--- config.mk ---
export PLATFORM = sky130hd
export DESIGN_NAME = fb_scanout
export DESIGN_NICKNAME = d
export VERILOG_FILES = /design/src/rtl/fb_scan_pkg.sv /design/src/rtl/fb_raster.sv /design/src/rtl/fb_fifo.sv /design/src/rtl/fb_fetch.sv /design/src/rtl/fb_scanout.sv
export SDC_FILE = /design/constraint.sdc
export NUM_CORES = 1
export LEC_CHECK = 0
export BUFFER_PORTS_ARGS = -buffer_cell sky130_fd_sc_hd__buf_2
export CAP_MARGIN = 20
export CELL_PAD_IN_SITES_DETAIL_PLACEMENT = 0
export CELL_PAD_IN_SITES_GLOBAL_PLACEMENT = 1
export CORE_MARGIN = 5
export CORE_UTILIZATION = 45
export CTS_CLUSTER_DIAMETER = 150
export CTS_CLUSTER_SIZE = 28
export DETAILED_ROUTE_END_ITERATION = 7
export PLACE_DENSITY = 0.76
export SLEW_MARGIN = 20
export SYNTH_ARGS = -nofsm -noshare
export SYNTH_HDL_FRONTEND = slang
export SYNTH_SLANG_ARGS = --single-unit
--- constraint.sdc ---
create_clock -name clk -period 8.4 [get_ports clk]
set_input_delay 0.42 -clock clk [delete_from_list [all_inputs] [get_ports clk]]
set_output_delay 0.42 -clock clk [all_outputs]
set_load 0.02 [all_outputs]
--- src/rtl/fb_scan_pkg.sv ---
package fb_scan_pkg;
  typedef logic [31:0] pixel_t;

  // raster position flags for the current clock
  typedef struct packed {
    logic active;
    logic first;
    logic last;
  } slot_t;
endpackage

--- src/rtl/fb_raster.sv ---
module fb_raster
  import fb_scan_pkg::*;
#(
  parameter int H_ACT   = 320,
  parameter int H_BLANK = 80,
  parameter int V_ACT   = 240,
  parameter int V_BLANK = 20
) (
  input  logic  clk,
  input  logic  rst_n,
  output slot_t slot,
  output logic  restart
);
  localparam int H_TOT = H_ACT + H_BLANK;
  localparam int V_TOT = V_ACT + V_BLANK;
  localparam int HW = $clog2(H_TOT);
  localparam int VW = $clog2(V_TOT);
  localparam logic [HW-1:0] H_LAST = HW'(H_TOT - 1);
  localparam logic [VW-1:0] V_LAST = VW'(V_TOT - 1);

  logic [HW-1:0] h;
  logic [VW-1:0] v;

  // leave reset at the top of vertical blanking so line 0 can be prefetched
  always_ff @(posedge clk or negedge rst_n) begin
    if (!rst_n) begin
      h <= '0;
      v <= VW'(V_ACT);
    end else if (h == H_LAST) begin
      h <= '0;
      v <= (v == V_LAST) ? '0 : v + 1'b1;
    end else begin
      h <= h + 1'b1;
    end
  end

  assign slot.active = (h < HW'(H_ACT)) && (v < VW'(V_ACT));
  assign slot.first  = slot.active && (h == '0) && (v == '0);
  assign slot.last   = slot.active && (h == HW'(H_ACT - 1));
  assign restart     = (h == H_LAST) && (v == VW'(V_ACT - 1));
endmodule

--- src/rtl/fb_fifo.sv ---
module fb_fifo #(
  parameter int DW    = 32,
  parameter int DEPTH = 16
) (
  input  logic                         clk,
  input  logic                         rst_n,
  input  logic                         flush,
  input  logic                         wr,
  input  logic [DW-1:0]                wdata,
  input  logic                         rd,
  output logic [DW-1:0]                rdata,
  output logic [$clog2(DEPTH+1)-1:0]   count,
  output logic                         empty
);
  localparam int PW = (DEPTH > 1) ? $clog2(DEPTH) : 1;
  localparam int CW = $clog2(DEPTH + 1);
  localparam logic [PW-1:0] P_LAST = PW'(DEPTH - 1);

  logic [DW-1:0] mem [DEPTH];
  logic [PW-1:0] wp, rp;

  always_ff @(posedge clk) begin
    if (wr) mem[wp] <= wdata;
  end

  always_ff @(posedge clk or negedge rst_n) begin
    if (!rst_n) begin
      wp <= '0;
      rp <= '0;
      count <= '0;
    end else if (flush) begin
      wp <= '0;
      rp <= '0;
      count <= '0;
    end else begin
      if (wr) wp <= (wp == P_LAST) ? '0 : wp + 1'b1;
      if (rd) rp <= (rp == P_LAST) ? '0 : rp + 1'b1;
      count <= count + CW'(wr) - CW'(rd);
    end
  end

  assign rdata = mem[rp];
  assign empty = (count == '0);
endmodule

--- src/rtl/fb_fetch.sv ---
module fb_fetch #(
  parameter int AW      = 30,
  parameter int H_ACT   = 320,
  parameter int V_ACT   = 240,
  parameter int BASE_W  = 32'h01D0_0000,
  parameter int PITCH_W = 1024,
  parameter int OFS_W   = 4,
  parameter int STEP_W  = 2
) (
  input  logic          clk,
  input  logic          rst_n,
  input  logic          restart,
  input  logic          credit_ok,
  output logic          req_valid,
  input  logic          req_ready,
  output logic [AW-1:0] req_addr
);
  localparam int XW = (H_ACT > 1) ? $clog2(H_ACT) : 1;
  localparam int YW = (V_ACT > 1) ? $clog2(V_ACT) : 1;
  localparam logic [AW-1:0] ORIGIN = AW'(BASE_W);
  localparam logic [AW-1:0] FIRST  = AW'(BASE_W + OFS_W);
  localparam logic [XW-1:0] X_LAST = XW'(H_ACT - 1);
  localparam logic [YW-1:0] Y_LAST = YW'(V_ACT - 1);

  logic          busy, pend;
  logic [XW-1:0] x;
  logic [YW-1:0] y;
  logic [AW-1:0] line_base, addr;
  logic          hold, fire;

  assign req_valid = busy && credit_ok;
  assign req_addr  = addr;
  assign hold      = req_valid && !req_ready;
  assign fire      = req_valid && req_ready;

  // a restart that meets a pending request waits until it is accepted
  always_ff @(posedge clk or negedge rst_n) begin
    if (!rst_n) begin
      busy <= 1'b0;
      pend <= 1'b1;
      x <= '0;
      y <= '0;
      line_base <= ORIGIN;
      addr <= FIRST;
    end else if ((restart || pend) && !hold) begin
      busy <= 1'b1;
      pend <= 1'b0;
      x <= '0;
      y <= '0;
      line_base <= ORIGIN;
      addr <= FIRST;
    end else begin
      if (restart) pend <= 1'b1;
      if (fire) begin
        if (x == X_LAST) begin
          x <= '0;
          line_base <= line_base + AW'(PITCH_W);
          addr <= line_base + AW'(PITCH_W) + AW'(OFS_W);
          if (y == Y_LAST) begin
            y <= '0;
            busy <= 1'b0;
          end else begin
            y <= y + 1'b1;
          end
        end else begin
          x <= x + 1'b1;
          addr <= addr + AW'(STEP_W);
        end
      end
    end
  end
endmodule

--- src/rtl/fb_scanout.sv ---
module fb_scanout
  import fb_scan_pkg::*;
#(
  parameter int H_ACT            = 320,
  parameter int H_BLANK          = 80,
  parameter int V_ACT            = 240,
  parameter int V_BLANK          = 20,
  parameter int FIFO_DEPTH       = 16,
  parameter int AW               = 30,
  parameter int BASE_BYTE        = 32'h0740_0000,
  parameter int PITCH_BYTES      = 4096,
  parameter int LINE_OFS_WORDS   = 4,
  parameter int PIX_STRIDE_WORDS = 2
) (
  input  logic          clk,
  input  logic          rst_n,
  output logic          mem_req_valid,
  input  logic          mem_req_ready,
  output logic [AW-1:0] mem_req_addr,
  input  logic          mem_rsp_valid,
  input  logic [31:0]   mem_rsp_data,
  output logic          pix_valid,
  output logic [31:0]   pix_data,
  output logic          pix_sof,
  output logic          pix_eol,
  output logic          pix_underflow
);
  localparam int CW = $clog2(FIFO_DEPTH + 1);
  localparam int SW = $clog2(H_ACT * V_ACT + FIFO_DEPTH + 1);

  slot_t         slot;
  logic          restart;
  logic          credit_ok;
  logic          fire;
  logic          under;
  logic          fifo_wr, fifo_rd, fifo_empty;
  pixel_t        fifo_rdata;
  logic [CW-1:0] fifo_cnt;
  logic [CW-1:0] outst;
  logic [SW-1:0] skip;
  logic          dec;
  logic [CW:0]   reserved;

  fb_raster #(.H_ACT(H_ACT), .H_BLANK(H_BLANK), .V_ACT(V_ACT), .V_BLANK(V_BLANK)) u_raster (
    .clk(clk), .rst_n(rst_n), .slot(slot), .restart(restart)
  );

  fb_fetch #(
    .AW(AW), .H_ACT(H_ACT), .V_ACT(V_ACT), .BASE_W(BASE_BYTE / 4),
    .PITCH_W(PITCH_BYTES / 4), .OFS_W(LINE_OFS_WORDS), .STEP_W(PIX_STRIDE_WORDS)
  ) u_fetch (
    .clk(clk), .rst_n(rst_n), .restart(restart), .credit_ok(credit_ok),
    .req_valid(mem_req_valid), .req_ready(mem_req_ready), .req_addr(mem_req_addr)
  );

  fb_fifo #(.DW(32), .DEPTH(FIFO_DEPTH)) u_fifo (
    .clk(clk), .rst_n(rst_n), .flush(restart), .wr(fifo_wr), .wdata(mem_rsp_data),
    .rd(fifo_rd), .rdata(fifo_rdata), .count(fifo_cnt), .empty(fifo_empty)
  );

  assign fire      = mem_req_valid && mem_req_ready;
  assign reserved  = {1'b0, fifo_cnt} + {1'b0, outst};
  assign credit_ok = reserved < (CW+1)'(FIFO_DEPTH);
  assign under     = slot.active && fifo_empty;
  assign fifo_rd   = slot.active && !fifo_empty;
  // a word owed to a slot that already went out is dropped, not stored
  assign dec       = mem_rsp_valid && ((skip != '0) || under);
  assign fifo_wr   = mem_rsp_valid && (skip == '0) && !under && !restart;

  always_ff @(posedge clk or negedge rst_n) begin
    if (!rst_n) begin
      outst <= '0;
      skip  <= '0;
    end else begin
      outst <= outst + CW'(fire) - CW'(mem_rsp_valid);
      if (restart)
        skip <= SW'(outst) + SW'(mem_req_valid) - SW'(mem_rsp_valid);
      else
        skip <= skip + SW'(under) - SW'(dec);
    end
  end

  always_ff @(posedge clk or negedge rst_n) begin
    if (!rst_n) begin
      pix_valid     <= 1'b0;
      pix_sof       <= 1'b0;
      pix_eol       <= 1'b0;
      pix_underflow <= 1'b0;
      pix_data      <= '0;
    end else begin
      pix_valid     <= slot.active;
      pix_sof       <= slot.first;
      pix_eol       <= slot.last;
      pix_underflow <= under;
      pix_data      <= fifo_rd ? fifo_rdata : '0;
    end
  end
endmodule

==> results.sh <==
export IMPL_root_buffer="clkbuf_16"
export IMPL_final_min_clock_period_ps=4010
export IMPL_synth_distinct_cells=81
export IMPL_cts_buffers=27
export IMPL_dr_pass1_iters=5
export IMPL_netlist_area_um2=28300
export IMPL_cp_arrival_ps=4480
export IMPL_synth_edf_count=512
export IMPL_total_power_w=0.00858
export IMPL_cpLargestDelayFamily="compound AO/OA/AOI/OAI gates"
export IMPL_syn_nets=1783
export IMPL_drt_wl_total_mm=58.8
export IMPL_clock_power_share=0.188
export IMPL_grt_ovfl_total=0
export IMPL_core_um2=61900
export IMPL_final_fill_count=5204
export IMPL_numPortBuffers=102
export IMPL_dp_hpwl_mm=33.0
export IMPL_synth_area_leader_cell="edfxtp_1"
export IMPL_seq_power_share=0.466
export IMPL_post_route_period_util=0.478
export IMPL_grt_pass1_wl_mm=91.1
export IMPL_drive_gt1_frac=0.210
export IMPL_vdd_drop_max_mv=0.232
export IMPL_cp_slowest_cell="nor4b_1"
export IMPL_die_h_um=261
export IMPL_design_die_area_um2=67900
export IMPL_stdcell_area_um2=30600
export IMPL_wire_per_inst_um=22.3
export IMPL_yosysTopAreaCellShare=0.544
export IMPL_critPathRequiredTime_ps=8870
export IMPL_worst_setup_path_start_kind="flop"
export IMPL_rows=91
export IMPL_pin_count=103
export IMPL_clkTransAtPathRegs_ps=120
export IMPL_cp_num_buf_inv=4
export IMPL_worst_slew_pin_slew_ps=1100
export IMPL_skew_ps=22.1
export IMPL_path_max_fanout=3
export IMPL_area_growth_pct=8.09
export IMPL_drv_cap=0
export IMPL_vias=14800
export IMPL_grt_antenna_before_repair=6
export IMPL_p_sw_frac=0.316
export IMPL_syn_inst=1686
export IMPL_ys_flop_type="edfxtp_1"
export IMPL_status="finished clean"
export IMPL_grt_pass1_vias=15100
export IMPL_grtUsageTotal=0.172
export IMPL_yosys_area_share_simple=0.0703
export IMPL_synth_fa_ha_area_frac=0.0281
export IMPL_dr_first_iter_drc_count=1316
export IMPL_synth_compound_area_frac=0.0487
export IMPL_worstSkewPairLatency_ps=620
export IMPL_fin_nets=1865
export IMPL_drc=0
export IMPL_switchingPower_w=0.00271
export IMPL_slew_headroom=0.269
export IMPL_slowest_delay_ps=620
export IMPL_register_area_um2=19400
export IMPL_synth_yosys_warnings=0
export IMPL_crit_type="flop to flop"
export IMPL_gp_congestion=0.817
export IMPL_synthMuxAreaShare=0.129
export IMPL_end_kind="flop"
export IMPL_cts_sinks=670
export IMPL_synth_xor_area_share=0.0201
export IMPL_yosysSeqAreaShare=0.684
export IMPL_grt_max_degree=98
export IMPL_htreeDepth=1
export IMPL_timing_fmax_mhz=249
export IMPL_post_cts_setup_buffers=0
export IMPL_path_cells="inv_1 > ha_1 > nor4b_1 > a2111o_1 > inv_1 > nor2_1 > ha_1 > inv_1 > ha_1 > inv_1 > fa_1 > nor2b_1 > o211ai_1 > a211oi_1 > nor2_1 > o21ai_0 > xnor2_1 > o21ai_0"
export IMPL_setup_viol=0
export IMPL_initial_core_util=0.456
export IMPL_tritoncts="yes"
export IMPL_ys_ff_latch=670
export IMPL_hold_class="input pin to flop"
export IMPL_syn_avg_cell_area_um2=16.8
export IMPL_rsz0062_at_grt="false"
export IMPL_combPwrFrac=0.347
export IMPL_place_area_um2=29700
export IMPL_dieWidth_um=261
export IMPL_ys_top_cells_by_area="edfxtp_1 (54%), dfrtp_1 (13%), mux4_2 (13%), ha_1 (2.5%), o21ai_0 (1.3%)"
export IMPL_crit_path_frequent_cell="inv_1"
export IMPL_slew_violations=0
export IMPL_drtAntennaViolNets=0
export IMPL_synth_top_family_by_area="multiplexers"
export IMPL_hold_viol_final=0
export IMPL_reg2reg_slack_ps=4390
export IMPL_p_int_w=0.00587
export IMPL_viasPerCell=5.62
export IMPL_multi_input_area_um2=8400
export IMPL_clk_path_buf_depth=3
export IMPL_leakagePower_nw=10.6
export IMPL_ys_async_sr_fraction=0.236
export IMPL_power_density_nw_per_um2=281
export IMPL_utilization=0.493
export IMPL_timing_setup_tns_ps=0
## area by class of cell
class / count / share of cell area
antenna: 4 / 0.000328
clock buffer: 49 / 0.0251
clock inverter: 1 / 0.000655
inverter: 58 / 0.00721
multi-input combinational: 883 / 0.275
sequential: 670 / 0.633
tap: 837 / 0.0343
timing repair buffer: 128 / 0.0242
## logic make-up after synthesis
family,after synthesis
DFF,670
and+or+nand+nor,379
AOI/OAI and AO/OA,215
muxes,163
buffers and inverters,133
xor gates and xnor gates,65
adders and majority gates,61
## cell usage after synthesis (all sizes together), types with 5 or more instances
master and instances:
edfxtp 512, mux4 160, dfrtp 144, nand2 94
o21ai 83, nor2 81, inv 58, ha 57
and2 55, a21oi 45, buf 39, xnor2 38
clkbuf 36, nand3 36, xor2 27, nor3 26
and3 19, nand4 16, dfstp 14, o31ai 13
a21o 12, a31oi 11, and4 10, nor4 10
nor2b 7, nand2b 6, o211ai 5
## sequential cells by signal, summed over array words and instances, names as in the netlist, 5 cells and up
name,flops
pix_data,32
u_fetch.line_base,20
skip,17
u_fetch.x,9
u_raster.h,9
u_fetch.req_addr,30
u_fetch.y,8
outst,5
u_fifo.mem,512
u_fifo.count,5
u_raster.v,9
## metrics by stage
stage	hold slack, ps	setup slack [ps]	instances
after floorplan	124	4060	1686
after global placement	458	4580	2574
after detailed placement	460	4380	2574
after CTS	65.3	4360	2625
after global routing	94.9	3950	2627
final	114	4390	2630
## cell usage in the layout (no fill, tap or decap), types with 14 or more instances in the layout
cell,Yosys,layout
nand2_1,94,94
ha_1,57,57
edfxtp_1,512,512
a21oi_1,43,43
buf_4,4,23
xor2_1,27,27
nor3_1,19,18
nand3_1,36,36
and3_1,19,19
o21ai_0,76,76
dfrtp_1,144,140
buf_2,25,101
clkbuf_1,35,21
mux4_2,160,160
clkbuf_16,0,27
inv_1,56,56
and2_1,55,44
nor2_1,78,77
dfstp_2,14,14
nand4_1,16,16
xnor2_1,38,38
## path summary, 6_finish.rpt
check,depth (start not counted),startpoint,to
worst max register to register,18,u_fifo.count[2]$_DFF_PN0_,skip[12]$_DFF_PN0_
max in group asynchronous,4,rst_n,pix_data[22]$_DFF_PN0_
worst min-delay path,2,mem_req_ready,u_fetch.pend$_DFFE_PN1P_
worst max-delay path,18,u_fifo.count[2]$_DFF_PN0_,skip[12]$_DFF_PN0_
min in group asynchronous,2,rst_n,pix_data[30]$_DFF_PN0_
worst min register to register,2,u_fetch.line_base[22]$_DFFE_PN1P_,u_fetch.line_base[22]$_DFFE_PN1P_
## power by group through the flow
| stage | sequential, W | clock (W) | combinational (W) |
|---|---|---|---|
| floorplan | 0.00407 | 0 | 0.00229 |
| global placement | 0.00407 | 0 | 0.00300 |
| detailed placement | 0.00407 | 0 | 0.00302 |
| CTS | 0.00400 | 0.00166 | 0.00304 |
| global route | 0.00404 | 0.00178 | 0.00328 |
| finish | 0.00400 | 0.00161 | 0.00297 |
## routing by layer
| metal | global-route usage | up-vias | share of wire |
|---|---|---|---|
| met4 | 0.0264 | 4 | 0.014 |
| met5 | 0 | - | 0.00053 |
| li1 | - | 6665 | - |
| met3 | 0.0210 | 51 | 0.048 |
| met1 | 0.251 | 7766 | 0.45 |
| met2 | 0.289 | 304 | 0.49 |
## what timing repair did
item / in CTS / in global routing
hold buffers: 1 / 0
resized for setup: 0 / 0
hold endpoints to repair: 50 / 0
No activity file was read; power rests on OpenSTA's default activity.
